## src/rtl/girq_pkg.sv

```systemverilog
package girq_pkg;

  typedef enum logic [1:0] {
    SENSE_RISE = 2'd0,
    SENSE_FALL = 2'd1,
    SENSE_HIGH = 2'd2,
    SENSE_LOW  = 2'd3
  } sense_e;

  localparam int REG_W          = 32;
  localparam int SEL_FIELD_W    = 8;
  localparam int SEL_EN_BIT     = 7;
  localparam int SEL_PER_WORD   = REG_W / SEL_FIELD_W;
  localparam int SENSE_W        = 2;
  localparam int SENSE_PER_WORD = REG_W / SENSE_W;

  localparam logic [7:0] STATUS_OFS = 8'h20;
  localparam logic [7:0] SENSE_OFS  = 8'h24;
  localparam logic [7:0] SELECT_OFS = 8'h30;

endpackage

```

## src/rtl/girq_sync.sv

```systemverilog
module girq_sync #(
  parameter int WIDTH  = 8,
  parameter int STAGES = 2
) (
  input  logic             clk,
  input  logic             rst_n,
  input  logic [WIDTH-1:0] async_i,
  output logic [WIDTH-1:0] sync_o
);

  logic [WIDTH-1:0] stage_q [STAGES];

  for (genvar k = 0; k < STAGES; k++) begin : g_stage
    always_ff @(posedge clk or negedge rst_n) begin
      if (!rst_n) begin
        stage_q[k] <= '0;
      end else if (k == 0) begin
        stage_q[k] <= async_i;
      end else begin
        stage_q[k] <= stage_q[(k == 0) ? 0 : k-1];
      end
    end
  end

  assign sync_o = stage_q[STAGES-1];

endmodule

```

## src/rtl/girq_slot.sv

```systemverilog
module girq_slot
  import girq_pkg::*;
#(
  parameter int NUM_PINS = 123,
  parameter int PIN_W    = 7
) (
  input  logic                   clk,
  input  logic                   rst_n,
  input  logic [NUM_PINS-1:0]    pins_i,
  input  logic [SEL_FIELD_W-1:0] cfg_i,
  input  logic [SENSE_W-1:0]     sense_i,
  output logic                   hit_o
);

  localparam int PAD = 1 << PIN_W;

  logic [PAD-1:0]   pins_pad;
  logic [PIN_W-1:0] pin;
  logic             en, cur;
  logic             prev_q, armed_q;
  logic [PIN_W-1:0] pin_q;
  logic             hist_ok;

  assign pins_pad = PAD'(pins_i);   // unused indices read low
  assign en       = cfg_i[SEL_EN_BIT];
  assign pin      = cfg_i[PIN_W-1:0];
  assign cur      = pins_pad[pin];

  // Edge history counts only when the slot was enabled last cycle on the same pin
  always_ff @(posedge clk or negedge rst_n) begin
    if (!rst_n) begin
      prev_q  <= 1'b0;
      pin_q   <= '0;
      armed_q <= 1'b0;
    end else begin
      prev_q  <= cur;
      pin_q   <= pin;
      armed_q <= en;
    end
  end

  assign hist_ok = armed_q && (pin_q == pin);

  always_comb begin
    hit_o = 1'b0;
    if (en) begin
      unique case (sense_i)
        SENSE_RISE: hit_o = hist_ok && !prev_q &&  cur;
        SENSE_FALL: hit_o = hist_ok &&  prev_q && !cur;
        SENSE_HIGH: hit_o =  cur;
        SENSE_LOW:  hit_o = !cur;
        default:    hit_o = 1'b0;
      endcase
    end
  end

  // a pin switch must not itself look like an edge
  p_reselect_no_edge_r10: assert property (@(posedge clk) disable iff (!rst_n)
    (en && !sense_i[1] && (pin != $past(pin))) |-> !hit_o)
    else $error("reselect produced an edge");

endmodule

```

## src/rtl/gpio_irq_router.sv

```systemverilog
module gpio_irq_router
  import girq_pkg::*;
#(
  parameter int NUM_PINS  = 123,
  parameter int NUM_SLOTS = 32,
  parameter int ADDR_W    = 8
) (
  input  logic                 clk,
  input  logic                 rst_n,
  input  logic [NUM_PINS-1:0]  gpio_i,
  input  logic                 reg_we,
  input  logic [ADDR_W-1:0]    reg_addr,
  input  logic [REG_W-1:0]     reg_wdata,
  output logic [REG_W-1:0]     reg_rdata,
  output logic [NUM_SLOTS-1:0] irq_o
);

  localparam int PIN_W       = $clog2(NUM_PINS);
  localparam int SEL_WORDS   = NUM_SLOTS / SEL_PER_WORD;
  localparam int SENSE_WORDS = (NUM_SLOTS + SENSE_PER_WORD - 1) / SENSE_PER_WORD;

  logic [NUM_PINS-1:0]    pins_s;
  logic [SEL_FIELD_W-1:0] sel_q   [NUM_SLOTS];
  logic [SENSE_W-1:0]     sense_q [NUM_SLOTS];
  logic [NUM_SLOTS-1:0]   hit;
  logic [NUM_SLOTS-1:0]   status_q;
  logic [NUM_SLOTS-1:0]   clr_mask;
  logic                   stat_wr;

  girq_sync #(.WIDTH(NUM_PINS), .STAGES(2)) u_sync (
    .clk(clk), .rst_n(rst_n), .async_i(gpio_i), .sync_o(pins_s)
  );

  for (genvar s = 0; s < NUM_SLOTS; s++) begin : g_slot
    localparam logic [ADDR_W-1:0] SEL_A =
      ADDR_W'(int'(SELECT_OFS) + 4 * (s / SEL_PER_WORD));
    localparam logic [ADDR_W-1:0] SNS_A =
      ADDR_W'(int'(SENSE_OFS) + 4 * (s / SENSE_PER_WORD));
    localparam int SEL_LSB = SEL_FIELD_W * (s % SEL_PER_WORD);
    localparam int SNS_LSB = SENSE_W * (s % SENSE_PER_WORD);

    always_ff @(posedge clk or negedge rst_n) begin
      if (!rst_n) begin
        sel_q[s]   <= '0;
        sense_q[s] <= '0;
      end else if (reg_we) begin
        if (reg_addr == SEL_A) sel_q[s]   <= reg_wdata[SEL_LSB +: SEL_FIELD_W];
        if (reg_addr == SNS_A) sense_q[s] <= reg_wdata[SNS_LSB +: SENSE_W];
      end
    end

    girq_slot #(.NUM_PINS(NUM_PINS), .PIN_W(PIN_W)) u_slot (
      .clk(clk), .rst_n(rst_n), .pins_i(pins_s),
      .cfg_i(sel_q[s]), .sense_i(sense_q[s]), .hit_o(hit[s])
    );

    // an event always lands, even against a clear
    p_set_wins_r8: assert property (@(posedge clk) disable iff (!rst_n)
      hit[s] |=> status_q[s]) else $error("event lost");

    // writing a one leaves a set bit alone
    p_write_one_keeps_r7: assert property (@(posedge clk) disable iff (!rst_n)
      (stat_wr && status_q[s] && reg_wdata[s]) |=> status_q[s])
      else $error("write-1 cleared status");

    // writing a zero clears when no event is pending
    p_clear_r7: assert property (@(posedge clk) disable iff (!rst_n)
      (stat_wr && !reg_wdata[s] && !hit[s]) |=> !status_q[s])
      else $error("clear ignored");

    // status only rises for a slot that was enabled
    p_disabled_no_set_r9: assert property (@(posedge clk) disable iff (!rst_n)
      $rose(status_q[s]) |-> $past(sel_q[s][SEL_EN_BIT]))
      else $error("disabled slot set status");
  end

  assign stat_wr  = reg_we && (reg_addr == ADDR_W'(STATUS_OFS));
  assign clr_mask = stat_wr ? ~reg_wdata[NUM_SLOTS-1:0] : '0;

  always_ff @(posedge clk or negedge rst_n) begin
    if (!rst_n) status_q <= '0;
    else        status_q <= (status_q & ~clr_mask) | hit;
  end

  assign irq_o = status_q;

  always_comb begin
    reg_rdata = '0;
    if (reg_addr == ADDR_W'(STATUS_OFS)) reg_rdata[NUM_SLOTS-1:0] = status_q;
    for (int k = 0; k < SENSE_WORDS; k++) begin
      if (reg_addr == ADDR_W'(int'(SENSE_OFS) + 4 * k)) begin
        for (int j = 0; j < SENSE_PER_WORD; j++) begin
          if (k * SENSE_PER_WORD + j < NUM_SLOTS)
            reg_rdata[SENSE_W*j +: SENSE_W] = sense_q[k * SENSE_PER_WORD + j];
        end
      end
    end
    for (int w = 0; w < SEL_WORDS; w++) begin
      if (reg_addr == ADDR_W'(int'(SELECT_OFS) + 4 * w)) begin
        for (int j = 0; j < SEL_PER_WORD; j++)
          reg_rdata[SEL_FIELD_W*j +: SEL_FIELD_W] = sel_q[w * SEL_PER_WORD + j];
      end
    end
  end

endmodule

```

## config.mk

```make
export PLATFORM = sky130hd
export DESIGN_NAME = gpio_irq_router
export DESIGN_NICKNAME = d
export VERILOG_FILES = /design/src/rtl/girq_pkg.sv /design/src/rtl/girq_sync.sv /design/src/rtl/girq_slot.sv /design/src/rtl/gpio_irq_router.sv
export SDC_FILE = /design/constraint.sdc
export NUM_CORES = 2
export LEC_CHECK = 0
export BUFFER_PORTS_ARGS = -buffer_cell sky130_fd_sc_hd__buf_2
export CORE_MARGIN = 4
export CORE_UTILIZATION = 34
export DETAILED_ROUTE_END_ITERATION = 6
export PLACE_DENSITY_LB_ADDON = 0.08
export REMOVE_ABC_BUFFERS = 1
export SLEW_MARGIN = 15
export SYNTH_ARGS = -nofsm -noshare
export SYNTH_HDL_FRONTEND = slang
export SYNTH_SLANG_ARGS = --single-unit
export TNS_END_PERCENT = 50
```

## constraint.sdc

```tcl
create_clock -name clk -period 4.07 [get_ports clk]
set_clock_uncertainty 0.1 [all_clocks]
set_input_delay 0.6105 -clock clk [delete_from_list [all_inputs] [get_ports clk]]
set_output_delay 0.6105 -clock clk [all_outputs]
set_load 0.03 [all_outputs]
```

# Word-level counts from Yosys, hierarchy flattened
# Cells that the tools add are included.
# Widths: inputs -> output; s select.
[totals] regBits=886 input_bits=166 out_inout_bits=64 wordCells=745
[op_classes] n_lt_le_gt_ge=32 eq_ne=139 mux=140 bitwise=4 n_reduce_logical=267
[ops] operator="$mux 32" count=12
[ops] operator="$lt 7x8->1 const B" count=32
[ops] operator="$bmux 1 s7" count=32
[ops] operator="$eq 7x7->1" count=32
[ops] operator="$logic_and 1x1->1" count=161
[ops] operator="$eq 2x2->1 const B" count=64
[ops] operator="$pmux 1 s4" count=32
[ops] operator="$eq 2x1->1 const B" count=32
[ops] operator="$logic_not 1->1" count=64
[ops] operator="$logic_not 2->1" count=32
[ops] operator="$mux 1" count=64
[ops] operator="$not 32->32" count=2
[ops] operator="$eq 8x6->1 const B" count=7
[ops] operator="$and 32x32->32" count=1
[ops] operator="$eq 8x7->1 const B" count=4
[ops] operator="$or 32x32->32" count=1
[ops] operator="$reduce_and 2->1" count=10

# Logic depth before layout (Yosys ltp)
[logic_depth] ltp_word=12 depth_mapped=11 mapped_depth_nobuf=8

# Hierarchy
# A second synthesis with hierarchy kept.
[hier_totals] hier_cells=5680 hier_area_um2=69900.8
[by_module_without_submodules] module="girq_slot" n_inst=32 cells_each=128 area_each_um2=1458.9 seq_area_each_um2=225.2
[by_module_without_submodules] module="gpio_irq_router" n_inst=1 cells_each=1215 area_each_um2=16136.7 seq_area_each_um2=8808.4
[by_module_without_submodules] module="girq_sync" n_inst=1 cells_each=369 area_each_um2=7079.3 seq_area_each_um2=6155.9

# Worst setup path before layout
# Ideal clock, no wire load.
[synth_path] kind="input -> output" startpoint="input port reg_addr[2]" endpoint="output port reg_rdata[19]" t_arrival_ps=3038 required_time_ps=3359 slack_ps=322 path_stages=9 path_buffers=3 cell_sequence="clkbuf_1 -> or4b_2 -> nor3_1 -> buf_2 -> buf_2 -> a22oi_1 -> nand3_1 -> o21ai_0 -> a31oi_1"
[synth_via] elab_chain_cells=12 elab_cells_between_ends=22 classes_between="eq/ne: 11; mux: 11"
[synth_rtl] item="start, declared" line="gpio_irq_router.sv:12" text="input logic [ADDR_W-1:0] reg_addr,"
[synth_rtl] item="$eq 8x6->1" line="gpio_irq_router.sv:89" text="if (reg_addr == ADDR_W'(STATUS_OFS)) reg_rdata[NUM_SLOTS-1:0] = status_q;"
[synth_rtl] item="$mux 32" line="gpio_irq_router.sv:89"
[synth_rtl] item="$mux 32 (2 in series)" line="gpio_irq_router.sv:91" text="if (reg_addr == ADDR_W'(int'(SENSE_OFS) + 4 * k)) begin"
[synth_rtl] item="$mux 32 (7 in series)" line="gpio_irq_router.sv:99" text="if (reg_addr == ADDR_W'(int'(SELECT_OFS) + 4 * w)) begin"
[synth_rtl] item="$mux 32 (*)" line="gpio_irq_router.sv:99"
[synth_rtl] item="end, declared" line="gpio_irq_router.sv:14" text="output logic [REG_W-1:0] reg_rdata,"
# Mark *: on every way between the ends. The rest lies on a longest branch, timed or not.

# Final worst setup path
[layout_path] startpoint="input port reg_addr[4]" endpoint="output port reg_rdata[28]"
# The elaborated chain is that of the path after synthesis.

==> flow_metrics.py <==
metrics = {
    "sta": {
        "slew_viol_final": 0,
        "fmax_mhz": 242,
        "slew_headroom_pct": 6.38,
        "fin_ws_ns": -0.0678,
        "setup_viol": 4,
        "rsz0062_at_grt": "no",
        "tightest_slew_ns": 1.40,
        "period_needed_ns": 4.14,
        "fin_crit_sh_pct": 102,
        "finalHoldViolCount": 0,
    },
    "power_and_ir_drop": {
        "p_switching_mw": 9.12,
        "power_frac_clock_pct": 36.5,
        "p_leak_nw": 29.6,
        "switching_share_pct": 33.8,
        "irDropWorstVdd_uv": 349,
        "pwr-share-comb_pct": 22.4,
        "pwr-share-seq_pct": 41.1,
        "p_int_mw": 17.8,
        "p_per_area_mw_per_mm2": 339,
    },
    "grt": {
        "antenna_found_initial": 80,
        "grt_pass1_wl_mm": 549,
        "grt_pass1_vias": 58300,
        "grt_start_max_net_pins": 81,
        "grt.overflow.total": 0,
        "grt_use_total_pct": 39.7,
    },
    "clock_tree": {
        "clk_path_buf_depth": 3,
        "cts_root_buffer": "clkbuf_16",
        "h-tree-depth": 3,
        "clk_latency_ns": 0.83,
        "path_clk_slew_ns": 0.06,
        "cts_tree": "done",
        "cts_num_sinks": 886,
        "cts_made_buffers": 101,
    },
    "logic_synthesis": {
        "ys_types": 86,
        "yosys_warnings": 0,
        "synth_area_leaders": "dfrtp_1, mux4_2, mux2_2, mux2i_1, clkbuf_1",
        "avgSynthCellArea_um2": 12.5,
        "synth_seq_area_share_pct": 33.0,
        "synth_commonest_cells": "mux4_2, dfrtp_1, clkbuf_1",
        "synth_top_cell_area_share_pct": 33.0,
        "netlist_area_mm2": 0.0672,
        "synth_seq_cells": 886,
        "synth_edf_count": 0,
        "yosysMostFrequentCell": "mux4_2",
        "yosys_most_used_dff": "dfrtp_1",
        "netlist_instances": 5372,
        "synth_area_leader_cell": "dfrtp_1",
        "ys_async_sr_fraction_pct": 100,
    },
    "detailed_routing": {
        "detail_route.wl_per_cell_um": 49.6,
        "drc": 44,
        "routed_wl_mm": 414,
        "ant_nets": 0,
        "drt_pass1_iterations": 7,
        "vias": 60800,
        "drt-vias-per-instance": 7.28,
        "drtIter0Drc": 9597,
    },
    "floorplanning": {
        "row_count": 162,
        "die_h_um": 453,
        "initial_core_util_pct": 34.3,
        "io_pins": 230,
        "coreArea_mm2": 0.196,
        "die_area_mm2": 0.205,
        "die-width_um": 453,
    },
    "setup_path": {
        "cp-start-kind": "input port",
        "cp_max_fo": 24,
        "worstPathRequired_ns": 3.36,
        "path_cells": "buf_2, buf_4, nor4b_1, buf_4, nand4_1, buf_4, o22ai_1, a31oi_1, buf_4, buf_2",
        "critical_path_buf_inv_count": 6,
        "critical_path.endpoint_type": "primary output",
        "cpPeakStageDelay_ns": 0.55,
        "worstPathArrival_ns": 3.43,
        "path_class": "input port to primary output",
        "cp_slowest_cell": "buf_4",
        "cp_common_cell": "buf_4",
        "path_delay_family": "buffers and inverters",
    },
    "run_status": {
        "violations": "design-rule violations, negative setup slack",
        "status": "finished, violations left",
    },
    "placed_design": {
        "preCtsSetupSlack_ns": -0.258,
        "io_buffers": 229,
        "gp_congestion": 1.01,
        "dpl.hpwl_mm": 289,
    },
    "layout": {
        "nets": 5758,
        "drive_above_1_share_pct": 44.4,
        "syn_to_final_growth_pct": 18.5,
        "final_core_util_pct": 40.6,
    },
    "hold_path": {
        "hold_path.class": "input port to flip-flop",
    },
    "run": {
        "maxCapViolations": 0,
    },
}
placed cells by master, fill, tap and decap left out, types with 105 or more instances in the layout:
cell           netlist  layout
dlygate4sd3_1        0     124
nand2_1            188     176
a22oi_1            134     134
nor2_1             135     128
buf_12               0     105
dfrtp_1            886     759
mux4_2             952     952
buf_2              133     228
mux2_2             334     334
xnor2_1            174     174
buf_4               11     548
mux2i_1            353     353
dfrtp_2              0     126
o21ai_0            123     120
per-stage QoR:
step                std cells  total power, mW  hold WS [ns]  cell area (µm²)  TNS, ns
finish                   8351             27.0         0.227            79600   -0.169
global route             8306             27.6         0.221            79500        0
CTS                      8302             26.8         0.190            79400        0
detailed placement       7986             16.8         0.235            74500    -1.78
global placement         7986             16.8         0.233            74500    -2.13
floorplan                4483             13.4         0.215            63600   -65.27
power groups by stage:
stage               sequential, mW  clock (mW)  combinational (mW)
floorplan                     10.5           0                2.86
global placement              11.1           0                5.73
detailed placement            11.1           0                5.74
CTS                           10.9        10.1                5.85
global route                  11.0        10.4                6.21
finish                        11.1        9.84                6.05
layout make-up:
| class | instances | area (µm²) |
|---|---|---|
| Inverter | 83 | 312 |
| Sequential cell | 886 | 22300 |
| Multi-Input combinational cell | 3514 | 41300 |
| Tap cell | 2624 | 3280 |
| Clock inverter | 43 | 657 |
| Antenna cell | 49 | 123 |
| Clock buffer | 146 | 2940 |
| Timing Repair Buffer | 1006 | 8610 |
| Fill cell | 18500 | 116000 |
timing repair:
action	4_1_cts	5_1_grt
hold buffers	124	0
pin swaps	1	1
resized for setup	16	6
setup buffers	3	0
hold endpoints to repair	162	0
endpoints found under the setup margin	17	10
sequential cells by signal (all words and copies together), names as in the netlist:
name,cells
u_sync.stage_q,123
g_slot.u_slot.pin_q,224
sel_q,256
sense_q,64
u_sync.sync_o,123
irq_o,32
g_slot.u_slot.prev_q,32
g_slot.u_slot.armed_q,32
layer usage:
layer  vias to the layer above  wire length [µm]  track usage, %
met3                      1633             56300            16.9
met4                        36             32300            24.2
li1                      21600                 -               -
met5                         -               253               0
met2                      5733            171000            55.7
met1                     31800            155000            50.4
final timing paths:
path                                     start           endpoint  slack (ns)  cells past startpoint
min                              reg_wdata[13]         sel_q[117]        0.23                      2
min reg2reg                u_sync.stage_q[159]  u_sync.sync_o[36]        0.24                      0
max reg2reg                  u_sync.sync_o[19]           irq_o[7]        0.18                      9
max in group asynchronous                rst_n  u_sync.sync_o[49]        2.36                      4
max                                reg_addr[4]      reg_rdata[28]       -0.07                     10
min in group asynchronous                rst_n         sel_q[234]        0.40                      2
cell families after synthesis:
logic type / after synthesis / synth area share (%)
compound gates: 817 / 8.82
xor+xnor: 224 / 2.92
buf+inv: 972 / 5.77
flops: 886 / 33.0
mux: 1666 / 43.2
simple gates: 807 / 6.27
Note: power is estimated with default switching activity, not from simulation.
